File: config.mk
export PLATFORM = sky130hd
export DESIGN_NAME = decimal_adjust_unit
export DESIGN_NICKNAME = d
export VERILOG_FILES = /design/src/rtl/decimal_adjust_pkg.sv /design/src/rtl/decimal_adjust_ctrl.sv /design/src/rtl/decimal_adjust_dp.sv /design/src/rtl/decimal_adjust_unit.sv
export SDC_FILE = /design/constraint.sdc
export NUM_CORES = 1
export LEC_CHECK = 0
export BUFFER_PORTS_ARGS = -buffer_cell sky130_fd_sc_hd__buf_2
export CAP_MARGIN = 10
export CORE_ASPECT_RATIO = 1.1
export CORE_MARGIN = 1.5
export CORE_UTILIZATION = 45
export DETAILED_ROUTE_END_ITERATION = 8
export GPL_ROUTABILITY_DRIVEN = 0
export GPL_TIMING_DRIVEN = 1
export PLACE_DENSITY = 0.69
export SETUP_SLACK_MARGIN = 0.05
export SLEW_MARGIN = 20
export SYNTH_ARGS = -nofsm -noshare
export SYNTH_HDL_FRONTEND = slang
export SYNTH_SLANG_ARGS = --single-unit
File: constraint.sdc
create_clock -name vclk -period 5.16
set_input_delay 1.032 -clock vclk [all_inputs]
set_output_delay 1.032 -clock vclk [all_outputs]
set_load 0.05 [all_outputs]
File: src/rtl/decimal_adjust_pkg.sv
package decimal_adjust_pkg;
  localparam int BYTE_W = 8;
  localparam int NIB_W  = BYTE_W / 2;
  localparam int RADIX  = 10;
  localparam int OP_W   = 3;

  typedef enum logic [OP_W-1:0] {
    OP_ADD_UNPK = 3'd0,
    OP_SUB_UNPK = 3'd1,
    OP_MUL_SPLT = 3'd2,
    OP_DIV_PREP = 3'd3,
    OP_ADD_PACK = 3'd4,
    OP_SUB_PACK = 3'd5
  } adjOp_e;

  typedef struct packed {
    logic unpackAdj;
    logic packAdj;
    logic subtract;
    logic mulSplit;
    logic divPrep;
  } adjCtl_t;
endpackage

File: src/rtl/decimal_adjust_ctrl.sv
module decimal_adjust_ctrl
  import decimal_adjust_pkg::*;
(
  input  logic [OP_W-1:0] opSel,
  output adjCtl_t         ctl
);
  always_comb begin
    ctl = '0;
    case (opSel)
      OP_ADD_UNPK: ctl.unpackAdj = 1'b1;
      OP_SUB_UNPK: begin ctl.unpackAdj = 1'b1; ctl.subtract = 1'b1; end
      OP_MUL_SPLT: ctl.mulSplit = 1'b1;
      OP_DIV_PREP: ctl.divPrep = 1'b1;
      OP_ADD_PACK: ctl.packAdj = 1'b1;
      OP_SUB_PACK: begin ctl.packAdj = 1'b1; ctl.subtract = 1'b1; end
      default:     ctl = '0;
    endcase
  end
endmodule

File: src/rtl/decimal_adjust_dp.sv
module decimal_adjust_dp
  import decimal_adjust_pkg::*;
(
  input  adjCtl_t           ctl,
  input  logic [BYTE_W-1:0] loIn,
  input  logic [BYTE_W-1:0] hiIn,
  input  logic              carryIn,
  input  logic              auxIn,
  output logic [BYTE_W-1:0] loOut,
  output logic [BYTE_W-1:0] hiOut,
  output logic              carryOut,
  output logic              auxOut
);
  localparam logic [BYTE_W-1:0] NIB_FIX  = BYTE_W'(RADIX) ^ BYTE_W'(RADIX) ^ BYTE_W'(6);
  localparam logic [BYTE_W-1:0] BYTE_FIX = NIB_FIX << NIB_W;
  localparam logic [BYTE_W-1:0] PACK_MAX = BYTE_W'(8'h99);
  localparam logic [BYTE_W-1:0] RAD_B    = BYTE_W'(RADIX);
  localparam logic [NIB_W-1:0]  NIB_MAX  = NIB_W'(RADIX - 1);

  logic              lowNibBad;
  logic              byteBad;
  logic [BYTE_W-1:0] nibStep;
  logic [BYTE_W-1:0] byteStep;
  logic [BYTE_W-1:0] prodSum;

  assign lowNibBad = (loIn[NIB_W-1:0] > NIB_MAX) || auxIn;
  assign byteBad   = (loIn > PACK_MAX) || carryIn;
  assign prodSum   = BYTE_W'(hiIn * RAD_B) + loIn;

  always_comb begin
    loOut    = loIn;
    hiOut    = hiIn;
    carryOut = carryIn;
    auxOut   = auxIn;
    nibStep  = loIn;
    byteStep = loIn;
    if (ctl.unpackAdj) begin
      if (lowNibBad) begin
        nibStep  = ctl.subtract ? loIn - NIB_FIX : loIn + NIB_FIX;
        hiOut    = ctl.subtract ? hiIn - 1'b1 : hiIn + 1'b1;
        carryOut = 1'b1;
        auxOut   = 1'b1;
      end else begin
        carryOut = 1'b0;
        auxOut   = 1'b0;
      end
      loOut = {{(BYTE_W-NIB_W){1'b0}}, nibStep[NIB_W-1:0]};
    end else if (ctl.packAdj) begin
      if (lowNibBad) nibStep = ctl.subtract ? loIn - NIB_FIX : loIn + NIB_FIX;
      auxOut   = lowNibBad;
      byteStep = nibStep;
      if (byteBad) byteStep = ctl.subtract ? nibStep - BYTE_FIX : nibStep + BYTE_FIX;
      carryOut = byteBad;
      loOut    = byteStep;
    end else if (ctl.mulSplit) begin
      hiOut = loIn / RAD_B;
      loOut = loIn % RAD_B;
    end else if (ctl.divPrep) begin
      hiOut = '0;
      loOut = prodSum;
    end
  end
endmodule

File: src/rtl/decimal_adjust_unit.sv
module decimal_adjust_unit
  import decimal_adjust_pkg::*;
(
  input  logic [2:0] opSel,
  input  logic [7:0] loIn,
  input  logic [7:0] hiIn,
  input  logic       carryIn,
  input  logic       auxIn,
  output logic [7:0] loOut,
  output logic [7:0] hiOut,
  output logic       carryOut,
  output logic       auxOut
);
  adjCtl_t ctl;

  decimal_adjust_ctrl u_ctrl (.opSel(opSel), .ctl(ctl));

  decimal_adjust_dp u_dp (
    .ctl(ctl), .loIn(loIn), .hiIn(hiIn), .carryIn(carryIn), .auxIn(auxIn),
    .loOut(loOut), .hiOut(hiOut), .carryOut(carryOut), .auxOut(auxOut)
  );
endmodule

* Yosys cells after proc, flatten, opt, wreduce, memory -nomap -nowiden
Cells that the tools add are included.
Word-level totals: input bits 21, output and inout port bits 18, register bits 0, word-level logic and storage cells 49
Cells by class: equality and inequality tests 5, order comparisons 2, divide/modulo/power cells 2, muxes and demuxes 26, $mul 1, reductions and logical operators 6, $add $sub $neg 7
Operators by type and width (count):
- $mux 8 | 16
- $mux 1 | 10
- $add 8x1->8 const B | 1
- $add 8x3->8 const B | 1
- $add 8x7->8 const B | 1
- $add 8x8->8 | 1
- $div 8x4->8 const B | 1
- $gt 8x8->1 const B | 1
- $mod 8x4->8 const B | 1
- $mul 8x3->7 const B | 1
- $sub 8x1->8 const B | 1
- $sub 8x3->8 const B | 1
- $sub 8x7->8 const B | 1
- $eq 3x2->1 const B | 2
- $eq 3x3->1 const B | 2
- $reduce_or 2->1 | 3
- $gt 4x4->1 const B | 1
- $eq 3x1->1 const B | 1
- $logic_not 3->1 | 1
- $logic_or 1x1->1 | 2

* Logic depth before layout (Yosys ltp)
Gate-level depths: netlist (run 1).
depth after elaboration 12, mapped depth 15, gate-level depth less buffers 14

* Modules after synthesis
A second synthesis (run 1) with hierarchy kept.
Unflattened totals: cells, all modules 332, area total of the unflattened synthesis 2374.8 µm²
By module, submodules not included:
- decimal_adjust_dp | seq. area each 0.0 µm², area each 2337.2 µm², cells an instance 327, instances 1
- decimal_adjust_ctrl | seq. area each 0.0 µm², area each 37.5 µm², cells an instance 5, instances 1

* Least setup slack after synthesis (run 1)
No wires, ideal clock.
path kind input port to output port, start in opSel[0], end out loOut[7], path slack -0.189 ns, arrival 4.317 ns, path buffers 1, required time 4.128 ns, stages on the path 15, cell sequence clkbuf_1 > nand2b_1 > inv_1 > ha_1 > a21o_1 > a21o_1 > a21oi_1 > xor2_1 > o21ai_1 > fa_1 > xor2_1 > nand2_1 > xor2_1 > a21o_1 > a311o_1
Between the ends: cells in the longest elaborated chain, start to end 12, elaborated cells on any way between the ends 26, classes of those cells 2 x add/sub; 5 x eq/ne; 15 x mux; 4 x reduce/logical
Ends and longest elaborated chain:
- from (decl) | RTL line decimal_adjust_unit.sv:4 | input logic [2:0] opSel,
- $eq 3x3->1 or $eq 3x1->1 (tied branches) | RTL line decimal_adjust_ctrl.sv:9 | case (opSel)
- $reduce_or 2->1 (no line)
- $mux 1 | RTL line decimal_adjust_ctrl.sv:9
- $mux 8 (2 in series) | RTL line decimal_adjust_dp.sv:49 | if (lowNibBad) nibStep = ctl.subtract ? loIn - NIB_FIX : loIn + NIB_FIX;
- $mux 8 | RTL line decimal_adjust_dp.sv:48 | end else if (ctl.packAdj) begin
- $mux 8 | RTL line decimal_adjust_dp.sv:37 | if (ctl.unpackAdj) begin
- $add 8x7->8 or $sub 8x7->8 (tied branches) | RTL line decimal_adjust_dp.sv:52 | if (byteBad) byteStep = ctl.subtract ? nibStep - BYTE_FIX : nibStep + BYTE_FIX;
- $mux 8 (2 in series) | RTL line decimal_adjust_dp.sv:52
- $mux 8 | RTL line decimal_adjust_dp.sv:48
- $mux 8 * | RTL line decimal_adjust_dp.sv:37
- to (decl) | RTL line decimal_adjust_unit.sv:9 | output logic [7:0] loOut,
Mark *: on every way between the ends. The rest lies on a longest branch, timed or not. The select of a mux whose other input is x is not followed.

* Worst setup path in the final report (run 1)
start in opSel[1], end out loOut[7]
Same word-level chain as after synthesis.

==> results of run 1 <==
[cell usage after synthesis (2+ instances only)]
library cell and n:
a211oi_1 4, a21o_1 12, a21oi_1 21, a221o_1 2, a221oi_1 2, a22o_1 3, a22oi_1 5, a31oi_1 2
buf_1 2, buf_2 8, clkbuf_1 9, fa_1 5, ha_1 26, inv_1 9, mux2i_1 5, nand2_1 29
nand2b_1 6, nand3_1 5, nor2_1 25, nor2b_1 4, nor3_1 10, o211a_1 2, o211ai_1 3, o21a_1 4
o21ai_0 17, o21ai_1 8, o21bai_1 2, o221ai_1 2, o22ai_1 5, o311ai_0 2, o31ai_1 5, o32ai_1 2
or2_2 2, or3_1 4, or3b_1 3, xnor2_1 16, xor2_1 10
[cells by family (layout without fill, tap and decap cells)]
family,Yosys count,count (layout)
multiplexers,5,5
AND/OR/NAND/NOR,101,101
adder cells (fa/ha/maj),31,31
AO/OA/AOI/OAI,116,116
buffers and inverters,31,63
XOR/XNOR,26,26
[stage by stage]
step	setup slack [ns]	setup TNS, ns
floorplan	0.143	0
global placement	0.0295	0
detailed placement	-0.00106	-0.00106
CTS	0.0795	0
global route	0.0684	0
finish	0.209	0
[per-layer routing]
layer | wire length (um) | part of all wire [%] | vias to the layer above | track usage, %
met4 | 0 | 0 | 0 | 0.784
met5 | 0 | 0 | - | 0
met2 | 3110 | 51 | 42 | 41.2
met3 | 167 | 2.7 | 0 | 0.665
li1 | - | - | 1223 | -
met1 | 2800 | 46 | 1120 | 30.7
[report_power, final]
part | internal (mW) | switching [mW] | total, mW
logic | 0.147 | 0.229 | 0.376
clock network | 0 | 0 | 0
registers | 0 | 0 | 0
total | 0.147 | 0.229 | 0.376
[area by class of cell]
type | count | area [um2]
fill | 460 | 2140
inverter | 11 | 43.8
multi-input combinational | 279 | 2090
tap | 56 | 70.1
timing repair buffer | 52 | 308
[worst max-delay path by stage]
stage,slack [ns],cells after the start,endpoint,startpoint
after detailed placement,-0.001,16,loOut[7],opSel[1]
after CTS,0.08,16,loOut[7],opSel[1]
after global routing,0.07,16,loOut[7],opSel[1]
after floorplan,0.14,15,loOut[7],opSel[0]
after global placement,0.03,16,loOut[7],opSel[1]
final,0.21,16,loOut[7],opSel[1]
[timing repair]
action | in CTS | in global routing
gates cloned | 0 | 0
setup endpoints to repair | 1 | 1
gates resized for setup | 2 | 7
hold buffers | 0 | 0
buffers inserted | 0 | 1
pin swaps | 0 | 10
==> flow_metrics.py, run 1 <==
metrics = {
    "floorplan": {
        "dieArea_um2": 5260,
        "initial_core_util_pct": 46.8,
        "io_pins": 39,
        "fp-row-count": 26,
        "die_w_um": 69.3,
        "dieHeight_um": 76.0,
        "coreArea_um2": 4650,
    },
    "cells_and_area": {
        "regArea_um2": 0,
        "final_cell_count_no_fill": 398,
        "nClkBuffers": 0,
        "diodes": 0,
        "design_area_um2": 2510,
        "postLayoutCoreUtil_pct": 54.0,
        "drive_above_1_share_pct": 21.9,
        "layout_common_cells": "buf_2, nand2_1, nor2_1",
        "design.seq.count": 0,
        "nets": 396,
        "syn_to_final_growth_pct": 15.4,
        "mostFrequentLayoutCell": "buf_2",
    },
    "power_and_ir_drop": {
        "p_per_area_nw_per_um2": 150,
        "vdd_drop_max_mv": 0.0641,
        "finalPower_mw": 0.376,
        "leakage_nw": 1.15,
    },
    "routing": {
        "via_per_inst": 5.99,
        "vias": 2385,
        "drtAntennaViolNets": 0,
        "totalWireLength_um": 6090,
        "drc": 0,
        "drt_iter0_drc": 129,
        "drtPass1Iterations": 5,
        "route.detailed.wl_per_inst_um": 15.3,
    },
    "grt": {
        "grt_pass1_vias": 2128,
        "grt_use_total_pct": 22.4,
        "grt_start_max_net_pins": 30,
        "antenna_found_initial": 0,
        "grt-ovfl-total": 0,
        "grt_pass1_wl_um": 10100,
    },
    "critical_path": {
        "cp.required_ns": 4.13,
        "worstSetupEndpointType": "primary output",
        "timing.critical_path.mode_cell": "a21o_1",
        "max_stage_delay_ns": 0.42,
        "critPathSlowestCell": "fa_2",
        "critPathTopFamily": "compound AO/OA/AOI/OAI gates",
        "crit_path_start_kind": "input pin",
        "crit_chain": "buf_2 > nand2b_4 > ha_4 > a21o_1 > a21o_1 > a21o_1 > a21oi_2 > xor2_1 > o21ai_2 > fa_2 > xor2_1 > nand2_1 > xor2_1 > a21o_1 > a311o_2 > buf_8",
        "path_buf_inv": 2,
        "cp.arrival_ns": 3.92,
        "critPathKind": "in -> out",
        "cp_max_fo": 3,
    },
    "placed_design": {
        "hpwl_um": 4920,
        "io_buffers": 37,
        "place_inst": 397,
        "place_area_um2": 2460,
    },
    "synthesis": {
        "ys_types": 66,
        "synth_area_per_cell_um2": 7.02,
        "synthSimpleGateAreaFrac_pct": 23.9,
        "synth_warnings": 0,
        "seq_area_frac_synth_pct": 0,
        "syn_area_um2": 2180,
        "synth_compound_area_share_pct": 37.8,
        "syn_inst": 310,
        "ys_top_cells_by_area": "ha_1, xnor2_1, nand2_1",
        "post_synth_xor_area_fraction_pct": 10.5,
        "synth.mux.area_fraction_pct": 2.30,
        "yosysTopAreaCellShare_pct": 14.9,
        "synth_adder_area_share_pct": 19.5,
        "syn-num-nets": 362,
        "synth_top_family_by_area": "compound AO/OA/AOI/OAI gates",
        "synth_top_cell_by_area": "ha_1",
    },
    "sta": {
        "fmax_ghz": 0.202,
        "rsz0062_at_grt": "false",
        "final.min_clock_period_ns": 4.95,
        "period_share_pct": 96.0,
        "slew_viol_final": 0,
        "hold_viol_final": 0,
        "finalSetupViolations": 0,
        "worstMarginPinSlew_ns": 0.524,
        "slew-limit-headroom_pct": 64.6,
        "whs_ns": 2.06,
    },
    "worst_hold_path": {
        "min_to": "loOut[0]",
        "hp-class": "in -> out",
        "min_path_cells": 0,
        "hp-start": "loIn[0]",
    },
    "run": {
        "maxCapViolCount": 0,
    },
    "status": {
        "outcome": "completed",
    },
}
Note: power is estimated with default switching activity, not from simulation.
==> inputs of run 2 (changes only) <==
clock period = 4.3 ns   (was 5.16 ns; I/O delays follow)
==> run 2 against run 1 <==
Against the previous run:
- the flow now finishes with violations (setup timing)
- power rose by 32%
- combinational power rose by 32%
- utilization rose by 4.7 points
- global-route usage rose by 1.1 points
- worst setup slack got worse by 0.48 ns
- critical path type unchanged
- critical path depth did not move
- cell area rose by 8.8%
- first-iteration DRC count rose by 42%
- via count rose by 7.6%
- largest power group unchanged
- highest routed layer is now met4
==> flow_metrics.py, run 2 (synthesized netlist as in run 1, its figures left out) <==
metrics = {
    "critical_path": {
        "critPathSlowestCell": "a311o_2",
        "critPathTopFamily": "compound AO/OA/AOI/OAI gates",
        "crit_path_start_kind": "input pin",
        "cp.required_ns": 3.44,
        "critPathKind": "in -> out",
        "timing.critical_path.mode_cell": "a21o_1",
        "path_buf_inv": 2,
        "cp_max_fo": 3,
        "crit_chain": "buf_6 > nand2b_4 > ha_4 > a21o_1 > a21o_1 > a21o_1 > a21oi_2 > xor2_1 > o21ai_2 > fa_2 > xnor2_1 > o21ai_0 > nor3_1 > mux2i_1 > a311o_2 > buf_6",
        "max_stage_delay_ns": 0.37,
        "startpoint": "opSel[1]",
        "worstSetupEndpointType": "primary output",
        "cp.arrival_ns": 3.71,
        "critical_path_depth": 16,
        "crit_path_end": "loOut[7]",
    },
    "grt": {
        "grt-ovfl-total": 0,
        "grt_start_max_net_pins": 30,
        "grt_pass1_wl_um": 10700,
        "antenna_found_initial": 0,
        "grt_use_total_pct": 23.6,
        "grt_pass1_vias": 2241,
    },
    "floorplan": {
        "die_w_um": 69.3,
        "dieHeight_um": 76.0,
        "io_pins": 39,
        "coreArea_um2": 4650,
        "fp-row-count": 26,
        "initial_core_util_pct": 46.8,
        "dieArea_um2": 5260,
    },
    "sta": {
        "slew-limit-headroom_pct": 66.2,
        "hold_viol_final": 0,
        "fmax_ghz": 0.219,
        "final.min_clock_period_ns": 4.57,
        "finalSetupViolations": 1,
        "fin_ws_ns": -0.272,
        "rsz0062_at_grt": "true",
        "slew_viol_final": 0,
        "period_share_pct": 106,
        "worstMarginPinSlew_ns": 0.507,
    },
    "cells_and_area": {
        "multi_input_area_um2": 2140,
        "design_area_um2": 2730,
        "mostFrequentLayoutCell": "buf_4",
        "regArea_um2": 0,
        "syn_to_final_growth_pct": 25.5,
        "design.seq.count": 0,
        "n_fill_cell": 456,
        "nClkBuffers": 0,
        "nets": 417,
        "layout_common_cells": "buf_4, buf_2, nand2_1",
        "diodes": 0,
        "drive_above_1_share_pct": 28.4,
    },
    "power_and_ir_drop": {
        "leakage_nw": 1.27,
        "p_per_area_nw_per_um2": 181,
        "vdd_drop_max_mv": 0.114,
        "finalPower_mw": 0.495,
    },
    "clock_network": {
        "cts_hold_buf": 0,
    },
    "status": {
        "violations": "setup timing",
        "outcome": "complete, but fails checks",
    },
    "routing": {
        "route.detailed.wl_per_inst_um": 15.6,
        "drc": 0,
        "drtPass1Iterations": 5,
        "via_per_inst": 6.13,
        "drtAntennaViolNets": 0,
        "drt_iter0_drc": 183,
        "totalWireLength_um": 6540,
        "vias": 2567,
    },
    "placed_design": {
        "place_area_um2": 2640,
        "io_buffers": 37,
        "hpwl_um": 5050,
    },
    "worst_hold_path": {
        "hp-class": "in -> out",
    },
    "run": {
        "maxCapViolCount": 0,
    },
}
run 2: per-layer routing:
| metal | GRT usage [%] | vias to the layer above | wire length [um] |
|---|---|---|---|
| met2 | 41.5 | 101 | 3070 |
| met4 | 3.73 | 0 | 161 |
| li1 | - | 1262 | - |
| met5 | 0 | - | 0 |
| met3 | 0.266 | 14 | 385 |
| met1 | 32.7 | 1190 | 2920 |
run 2: worst min path at each step:
| stage | from | endpoint | cells past startpoint |
|---|---|---|---|
| floorplan | loIn[0] | loOut[0] | 1 |
| global placement | loIn[0] | loOut[0] | 0 |
| detailed placement | loIn[0] | loOut[0] | 0 |
| CTS | loIn[0] | loOut[0] | 0 |
| global route | loIn[0] | loOut[0] | 0 |
| finish | loIn[0] | loOut[0] | 0 |
run 2: through the flow:
step	utilization (%)	TNS, ns	cells	setup slack [ns]	hold slack (ns)
2_1_floorplan	-	-0.165	310	-0.165	1.89
3_3_place_gp	56.7	-0.331	417	-0.315	1.72
3_5_place_dp	56.7	-0.451	417	-0.372	1.72
4_1_cts	57.2	-0.317	418	-0.317	1.72
5_1_grt	58.7	-0.347	419	-0.347	1.72
6_report	58.7	-0.272	419	-0.272	1.72
run 2: area by class of cell:
class	count	area share [%]
Multi-Input combinational cell	279	78.2
Timing Repair Buffer	73	17.7
Tap cell	56	2.56
Inverter	11	1.60
run 2: timing repair:
| item | in CTS | in global routing |
|---|---|---|
| resized for setup | 5 | 13 |
| setup buffers | 1 | 1 |
| endpoints found under the setup margin | 2 | 4 |
| pin swaps | 2 | 3 |
run 2: power by group:
group	internal, mW	leakage (nW)	switching [mW]
logic	0.205	1.27	0.290
registers	0	0	0
clock network	0	0	0
